[src/rtl/strap_susp_pin.sv]
module strap_susp_pin #(
  parameter int STRAP_CYC = 240,
  parameter int DRIVE_CYC = 600000
) (
  input  logic clk,
  input  logic rst_n,
  input  logic pad_in,
  input  logic sleep,
  output logic pad_oe,
  output logic pad_out,
  output logic grp_mode,
  output logic mode_ok
);
  localparam int CW = $clog2(DRIVE_CYC + 1);
  localparam logic [CW-1:0] STRAP_AT = CW'(STRAP_CYC - 1);
  localparam logic [CW-1:0] DRIVE_AT = CW'(DRIVE_CYC - 1);
  localparam logic [CW-1:0] CNT_TOP  = CW'(DRIVE_CYC);

  logic [CW-1:0] cnt;
  logic [1:0]    sync_q;

  always_ff @(posedge clk or negedge rst_n) begin
    if (!rst_n) begin
      cnt      <= '0;
      sync_q   <= 2'b00;
      grp_mode <= 1'b0;
      mode_ok  <= 1'b0;
      pad_oe   <= 1'b0;
    end else begin
      sync_q <= {sync_q[0], pad_in};
      if (cnt != CNT_TOP) cnt <= cnt + 1'b1;
      if (!mode_ok && cnt == STRAP_AT) begin
        grp_mode <= sync_q[1];
        mode_ok  <= 1'b1;
      end
      if (cnt == DRIVE_AT) pad_oe <= 1'b1;
    end
  end

  assign pad_out = pad_oe & (grp_mode ? sleep : ~sleep);

endmodule


[config.mk]
export PLATFORM = sky130hd
export DESIGN_NAME = strap_susp_pin
export DESIGN_NICKNAME = d
export VERILOG_FILES = /design/src/rtl/strap_susp_pin.sv
export SDC_FILE = /design/constraint.sdc
export NUM_CORES = 1
export LEC_CHECK = 0
export ABC_CLOCK_PERIOD_IN_PS = 2000
export CAP_MARGIN = 20
export CORE_MARGIN = 2
export CORE_UTILIZATION = 35
export DETAILED_ROUTE_END_ITERATION = 6
export DONT_BUFFER_PORTS = 1
export PLACE_DENSITY = 0.6
export RECOVER_POWER = 50
export SETUP_SLACK_MARGIN = 0.4
export SYNTH_ARGS = -nofsm -noshare
export SYNTH_HDL_FRONTEND = slang
export SYNTH_SLANG_ARGS = --single-unit
export TNS_END_PERCENT = 20
[constraint.sdc]
create_clock -name clk -period 2 [get_ports clk]
set_clock_uncertainty 0.05 [all_clocks]
set_input_delay 0.4 -clock clk [delete_from_list [all_inputs] [get_ports clk]]
set_output_delay 0.4 -clock clk [all_outputs]
set_load 0.05 [all_outputs]
==> reports/qor.txt, run 1 <==
WL final = 2236 um
asr flop ratio synth = 1.000
hold slack = 48.07 ps
first-pass GRT wire length = 3601 um
Die H = 62.03 um
per-cell routed wire length = 13.55 um
synthesized area = 1179 um2
max-slew violation count = 0
H-tree Lvls = 1
Pint = 0.5879 mW
Die Wd = 62.03 um
TritonCTS clock tree = done
I/O pins = 8
Post-synth EDFFs = 0
die area = 3848 um2
via/cell ratio = 5.030
area growth from synthesis to layout = 17.62%
synthesized area per cell = 11.56 um2
Setup TNS = 0 ps
GRT overflow = 0
worst slew pin tran = 1083 ps
CP top delay family = simple AND/OR/NAND/NOR gates
total CTS buffers = 3
max cap viols = 0
Crit. End Element = register
register area share after synthesis = 0.5308
sw frac = 0.2055
Final min period = 1860 ps
Crit-path slowest cell = or4_4
clock power share = 0.297
Lkg Pwr = 0.6408 nW
Buffers & Inverters on Critical Path = 0
CTS sink count = 25
DP Wirelength = 1624 um
critical path type = register to register
maximum clock rate = 537.5 MHz
share of power burned in registers = 0.687
fin crit share = 0.9302
Final ANT Viol Nets = 0
Antenna Cells = 0
GRT Overall Usage = 0.1269
initial antenna violation count = 0
Worst VDD drop = 0.1959 mV
unrepaired setup endpoints after global routing = true
Mapped Nets = 108
CTS root buf = clkbuf_4
reg2reg setup slack = 140 ps
drt initial violations = 39
vias in the first global route = 805
Fin. Hold Viols = 0
post-synthesis cell type count = 29
Crit path largest cell delay = 540 ps
Max-slew headroom = 0.2780
Synth Flop Type = dfrtp_1
GP Congestion = 0.7786
WP data required = 2160 ps
CP max FO = 3
Max Root-Sink Buffers = 2
initial core utilization = 0.3589
row count = 21
Min-Delay Path Class = input pin to register
status = completed
fillers = 323
largest net degree at the start of global routing = 26
IO Port Bufs = 0
share of cells above drive strength 1 = 0.2269
Finish-stage setup viols = 0
#FFs+latches synth = 25
Clock Pin Slew Worst Setup and Hold Paths = 130 ps
fin nets = 126
Switch Pwr = 0.1521 mW
vias post-DR = 830
Clk Latency, worst-skew pair = 310 ps
Logic pwr share = 0.016
startpoint types = register
Gate Count Post-Synth = 102
DRC viols = 0
power per cell area = 533.7 nW/um2
Core Area = 3284 um2
Pre-antenna DRT Iters = 4
cell breakdown of the critical path = or4_4 -> nor4_4 -> and4b_1 -> mux2_4
Worst Path Arrival = 2020 ps
Warnings, synthesis = 0
==> sequential cells by signal, indices dropped and copies added, names as in the netlist <==
signal,count
pad_oe,1
sync_q,2
cnt,20
mode_ok,1
grp_mode,1
==> path summary, 6_finish.rpt <==
check	cells past startpoint	startpoint	end
min in group asynchronous	1	rst_n	cnt[6]
setup / recovery	4	cnt[12]	grp_mode
hold / removal	0	pad_in	sync_q[0]
setup reg to reg	4	cnt[12]	grp_mode
max in group asynchronous	2	rst_n	cnt[11]
hold reg to reg	0	sync_q[0]	sync_q[1]
==> cell usage in the layout (no fill, tap or decap) <==
| cell | count |
|---|---|
| nor3_1 | 3 |
| inv_2 | 1 |
| or2_2 | 2 |
| a2111oi_2 | 1 |
| xnor2_2 | 1 |
| a21oi_1 | 1 |
| mux2_2 | 2 |
| clkbuf_1 | 2 |
| and4_1 | 1 |
| xnor2_1 | 11 |
| and2_1 | 2 |
| clkbuf_4 | 3 |
| nor2_1 | 4 |
| and3_1 | 3 |
| nor4_1 | 2 |
| nor4_4 | 2 |
| or4b_4 | 1 |
| nand3b_1 | 1 |
| a41o_1 | 1 |
| xor2_1 | 7 |
| nand2_1 | 7 |
| nor4b_1 | 1 |
| nand3_1 | 11 |
| mux2_4 | 1 |
| or4_4 | 1 |
| ha_1 | 2 |
| nand4_1 | 3 |
| inv_1 | 2 |
| nor2b_1 | 1 |
| and4b_1 | 1 |
| dlygate4sd3_1 | 1 |
| buf_4 | 12 |
| dfrtp_1 | 25 |
==> worst register-to-register path, cell delays in order (launching register included) <==
cell and delay (ps):
dfrtp_1 430, or4_4 540, nor4_4 160, and4b_1 270, mux2_4 310
==> synthesized netlist by cell type (2+ instances only) <==
cell type	count	area (um2)
and2_1	2	12.51
nand4_1	3	18.77
nand2_1	7	26.28
xor2_1	7	61.31
mux2_2	2	22.52
nor2_1	4	15.01
inv_1	3	11.26
nor4_1	2	12.51
and3_1	3	18.77
or2_2	2	12.51
dfrtp_1	25	625.6
nor3_1	3	15.01
xnor2_1	12	105.1
ha_1	2	25.02
nand3_1	11	55.05
==> power by group through the flow <==
stage	clock (mW)	combinational [mW]	sequential, mW
after floorplan	0	0.000868	0.518
after global placement	0	0.00108	0.518
after detailed placement	0	0.000978	0.518
after CTS	0.231	0.0122	0.508
after global routing	0.247	0.0144	0.509
final	0.220	0.0120	0.508
==> what timing repair did <==
item                                    in CTS  in global routing
hold buffers                                 1                  0
resized for setup                            2                  1
buffers inserted                             2                  2
pin swaps                                    2                  2
endpoints found under the setup margin       8                 10
hold endpoints to repair                    25                  0
==> kinds of logic after synthesis <==
logic type | count (synthesis) | synth area share
DFF | 25 | 0.5308
buffers and inverters | 4 | 0.01274
and+or+nand+nor | 46 | 0.2399
AOI/OAI and AO/OA | 3 | 0.02547
muxes | 3 | 0.02866
adders and majority gates | 2 | 0.02123
xor gates and xnor gates | 19 | 0.1412
==> metrics by stage <==
stage	cell area [um2]	utilization	setup slack, ps	power [mW]	cells
after floorplan	1191	-	142.1	0.5184	102
after global placement	1305	0.3973	79.41	0.5190	155
after detailed placement	1305	0.3973	43.92	0.5191	155
after CTS	1360	0.4141	39.85	0.7514	162
after global routing	1386	0.4221	82.74	0.7701	165
final	1386	0.4221	139.6	0.7399	165
==> per-layer routing <==
metal	wire [um]	global-route usage
met1	1056	0.1656
met2	1091	0.2068
met3	78	0.02692
met4	10	0.04559
met5	0	0
==> final cells by class <==
| cell class | instances | area (um2) | share of cell area |
|---|---|---|---|
| Sequential cell | 25 | 625.6 | 0.4513 |
| Multi-Input combinational cell | 73 | 561.8 | 0.4052 |
| Timing Repair Buffer | 14 | 103.9 | 0.07491 |
| Tap cell | 46 | 57.56 | 0.04152 |
| Clock buffer | 4 | 26.28 | 0.01895 |
| Inverter | 3 | 11.26 | 0.008123 |
No activity file was read; power rests on OpenSTA's default activity.
==> inputs of run 2 (changes only) <==
CORE_MARGIN = default   (was 2)
CORE_UTILIZATION = 44   (was 35)
MAX_ROUTING_LAYER = met4   (was default)
PLACE_DENSITY = 0.7   (was 0.6)
==> reports/qor.txt, run 2 (synthesized netlist as in run 1, its figures left out) <==
maximum clock rate = 529.1 MHz
commonest non-fill, non-tap cell in the layout = dfrtp_1
sw frac = 0.2253
final instance area = 1406 um2
GP Congestion = 0.8775
Clock Pin Slew Worst Setup and Hold Paths = 140 ps
row count = 18
initial antenna violation count = 0
final worst slack = 109.9 ps
largest net degree at the start of global routing = 26
Hold Path Sink = sync_q[1]
CTS sink count = 25
reg2reg setup slack = 110 ps
Max Root-Sink Buffers = 2
vias post-DR = 831
fin nets = 128
highest-count cells in the layout ignoring fill and taps = dfrtp_1, buf_4, xnor2_1, nand3_1, xor2_1
vias in the first global route = 845
total CTS buffers = 3
placed inst area = 1285 um2
Pre-antenna DRT Iters = 4
Crit. End Element = register
fin util = 0.5626
Lkg Pwr = 0.6569 nW
Pint = 0.5882 mW
Worst Path Arrival = 2080 ps
Antenna Cells = 0
Largest register FFs = 20
area growth from synthesis to layout = 19.32%
share of power burned in registers = 0.669
clock power share = 0.312
die area = 2890 um2
Setup TNS = 0 ps
share of cells above drive strength 1 = 0.2645
max cap viols = 0
Final min period = 1890 ps
via/cell ratio = 5.503
H-tree Lvls = 1
startpoint types = register
Crit path largest cell delay = 420 ps
Crit path top cell by count = buf_4
Fin. Hold Viols = 0
Max-slew headroom = 0.3672
WL final = 2303 um
WP data required = 2190 ps
worst reg2reg path startpoint = cnt[0]
TritonCTS clock tree = done
Die Wd = 53.76 um
fillers = 195
Switch Pwr = 0.1711 mW
Die H = 53.76 um
setup slack at placement = 71.81 ps
cell count of the worst hold path = 0
critical path type = register to register
fin crit share = 0.9451
biggest regs = cnt x20, sync_q x2
DRC viols = 0
per-cell routed wire length = 15.25 um
first-pass GRT wire length = 3650 um
worst slew pin tran = 949.2 ps
r2r endpoint = grp_mode
GRT overflow = 0
R2R cell count = 7
GRT Overall Usage = 0.1911
Reg with most FFs = cnt
max-slew violation count = 0
unrepaired setup endpoints after global routing = true
hold slack = 323.7 ps
hold path startpoint = sync_q[0]
status = completed
initial core utilization = 0.4715
cell breakdown of the critical path = buf_4 -> buf_4 -> buf_4 -> ha_1 -> nand3_1 -> and4b_1 -> mux2_4
Worst VDD drop = 0.3531 mV
Min-Delay Path Class = register to register
Finish-stage setup viols = 0
DP Wirelength = 1588 um
drt initial violations = 12
Clk Latency, worst-skew pair = 340 ps
Logic pwr share = 0.018
Crit-path slowest cell = dfrtp_1
I/O pins = 8
power per cell area = 539.9 nW/um2
Final ANT Viol Nets = 0
CTS root buf = clkbuf_4
IO Port Bufs = 0
Core Area = 2500 um2
CP max FO = 4
## run 2: final cells by class
| cell class | count | area (um2) | area share |
|---|---|---|---|
| Inverter | 3 | 11.26 | 0.008007 |
| Clock buffer | 3 | 22.52 | 0.01601 |
| Clock inverter | 1 | 7.507 | 0.005338 |
| Multi-Input combinational cell | 73 | 580.6 | 0.4128 |
| Tap cell | 30 | 37.54 | 0.02669 |
| Sequential cell | 25 | 625.6 | 0.4448 |
| Timing Repair Buffer | 16 | 121.4 | 0.08630 |
## run 2: worst max-delay path by stage
stage | startpoint | endpoint | cells after the start
finish | cnt[0] | grp_mode | 7
global route | cnt[0] | cnt[1] | 6
detailed placement | cnt[0] | cnt[1] | 6
floorplan | cnt[15] | grp_mode | 4
CTS | cnt[0] | cnt[1] | 6
global placement | cnt[0] | cnt[1] | 6
## run 2: worst max-delay path: cells and delay by family, from the launching register on
kind / cells / cell delay [ps]
DFF: 1 / 420
and+or+nand+nor: 2 / 400
muxes: 1 / 300
buffers and inverters: 3 / 400
adders and majority gates: 1 / 240
## run 2: stage by stage
stage                     std cells  power [mW]
after detailed placement        139      0.5192
final                           151      0.7592
after CTS                       147      0.7669
after global routing            151      0.7874
after global placement          139      0.5189
after floorplan                 102      0.5184
## run 2: per-layer routing
layer  GRT usage  vias up  part of all wire
li1            -      399                 -
met1      0.2053      411              0.42
met2      0.3169       14              0.52
met3     0.04802        7             0.031
met4      0.1096        0             0.029
met5           -        -                 0
## run 2: repair_timing
| action | 4_1_cts | 5_1_grt |
|---|---|---|
| endpoints found under the hold margin | 25 | 1 |
| hold buffers | 1 | 1 |
| gates resized for setup | 2 | 6 |
| pin swaps | 2 | 3 |
| setup endpoints to repair | 7 | 14 |
| buffers inserted | 3 | 2 |
## run 2: power by group through the flow
stage / registers [mW] / clock network, mW / logic (mW)
3_5_place_dp: 0.518 / 0 / 0.00110
4_1_cts: 0.508 / 0.246 / 0.0124
3_3_place_gp: 0.518 / 0 / 0.000921
2_1_floorplan: 0.518 / 0 / 0.000868
6_report: 0.508 / 0.237 / 0.0140
5_1_grt: 0.509 / 0.263 / 0.0162
==> inputs of run 3 (changes only) <==
BUFFER_PORTS_ARGS = -buffer_cell sky130_fd_sc_hd__clkbuf_2   (was default)
DONT_BUFFER_PORTS = default   (was 1)
PLACE_DENSITY = 0.72   (was 0.7)
==> reports/qor.txt, run 3 (synthesized netlist as in run 1, its figures left out) <==
status = completed
Die H = 53.76 um
Reg with most FFs = cnt
per-cell routed wire length = 13.95 um
largest net degree at the start of global routing = 26
placed cell count = 143
Largest register FFs = 20
CTS root buf = clkbuf_4
commonest non-fill, non-tap cell in the layout = dfrtp_1
CTS sink count = 25
Hold Path Sink = sync_q[0]
worst slew pin tran = 1271 ps
row count = 18
GRT Overall Usage = 0.1631
I/O pins = 8
TritonCTS clock tree = done
DP Wirelength = 1536 um
fin crit share = 0.9740
Crit. End Element = register
Pre-antenna DRT Iters = 4
area growth from synthesis to layout = 18.05%
Worst VDD drop = 0.4191 mV
total CTS buffers = 3
clock power share = 0.305
share of cells above drive strength 1 = 0.2857
hold path startpoint = pad_in
max-slew violation count = 0
initial antenna violation count = 0
worst reg2reg path startpoint = cnt[0]
placed inst area = 1297 um2
Clk Latency, worst-skew pair = 310 ps
WL final = 2079 um
GP Congestion = 0.8443
R2R cell count = 7
share of power burned in registers = 0.679
Final ANT Viol Nets = 0
CTS Hold Bufs = 0
Die Wd = 53.76 um
max cap viols = 0
IO Port Bufs = 7
Lkg Pwr = 0.6307 nW
power per cell area = 538.2 nW/um2
Max-slew headroom = 0.1526
GRT overflow = 0
cell count of the worst hold path = 1
Final min period = 1948 ps
WP data required = 2160 ps
fin cells = 149
vias in the first global route = 726
Min-Delay Path Class = input pin to register
Fin. Hold Viols = 0
CP max FO = 3
H-tree Lvls = 1
crit path launch = cnt[0]
highest-count cells in the layout ignoring fill and taps = dfrtp_1, xnor2_1, nand3_1
sw frac = 0.2174
Max Root-Sink Buffers = 2
critical path type = register to register
vias post-DR = 778
fin nets = 126
initial core utilization = 0.4715
final instance area = 1391 um2
DRC viols = 0
r2r endpoint = cnt[15]
reg2reg setup slack = 50 ps
maximum clock rate = 513.3 MHz
startpoint types = register
first-pass GRT wire length = 3346 um
via/cell ratio = 5.221
Antenna Cells = 0
drt initial violations = 8
Logic pwr share = 0.016
Switch Pwr = 0.1628 mW
Finish-stage setup viols = 0
Worst Path Arrival = 2110 ps
die area = 2890 um2
Pint = 0.5861 mW
biggest regs = cnt x20, sync_q x2
unrepaired setup endpoints after global routing = true
Core Area = 2500 um2
Clock Pin Slew Worst Setup and Hold Paths = 140 ps
==> run 3: layout make-up <==
class / instances / area, um2
clock buffers: 3 / 22.52
clock inverters: 1 / 7.507
fillers: 219 / 1109
inverters: 3 / 11.26
multi-input cells: 73 / 594.3
flip-flops and latches: 25 / 625.6
well taps: 30 / 37.54
repair buffers: 14 / 92.59
==> run 3: metal layers <==
| metal | routed length [um] | up-vias | global-route usage | part of all wire |
|---|---|---|---|---|
| li1 | - | 392 | - | - |
| met5 | 0 | - | - | 0 |
| met3 | 59 | 2 | 0.02542 | 0.028 |
| met1 | 1092 | 374 | 0.2243 | 0.53 |
| met4 | 13 | 0 | 0.03947 | 0.0063 |
| met2 | 912 | 10 | 0.2490 | 0.44 |
==> run 3: metrics by stage <==
stage	utilization	setup TNS (ps)	hold slack, ps	setup WS (ps)	total power [mW]
after detailed placement	0.5190	0	285.5	51.28	0.5311
final	0.5566	0	128.4	51.91	0.7489
after global routing	0.5566	-26.61	116.9	-25.09	0.7799
after CTS	0.5310	0	23.38	31.99	0.7569
after floorplan	-	0	54.41	142.1	0.5184
after global placement	0.5190	0	281.9	72.13	0.5308
==> run 3: how the worst max path moves through the flow <==
stage | to | slack, ps
5_1_grt | cnt[15] | -30
3_3_place_gp | cnt[1] | 70
6_report | cnt[15] | 50
3_5_place_dp | cnt[1] | 50
4_1_cts | cnt[1] | 30
2_1_floorplan | grp_mode | 140
==> run 3: critical path, cell delays in order, from the launching register on <==
cell       delay [ps]
dfrtp_1           410
inv_2              80
ha_4              110
or4b_4            460
nor4_4            320
buf_4             190
a2111oi_4          60
xor2_1            160
==> run 3: power by group through the flow <==
stage | combinational, mW | sequential, mW | clock, mW
CTS | 0.0133 | 0.508 | 0.235
finish | 0.0122 | 0.508 | 0.229
global placement | 0.0131 | 0.518 | 0
floorplan | 0.000868 | 0.518 | 0
detailed placement | 0.0134 | 0.518 | 0
global route | 0.0145 | 0.509 | 0.257
==> run 3: what timing repair did <==
| action | CTS | global route |
|---|---|---|
| setup buffers | 0 | 2 |
| endpoints found under the setup margin | 9 | 10 |
| pin swaps | 0 | 8 |
| gates resized for setup | 0 | 14 |
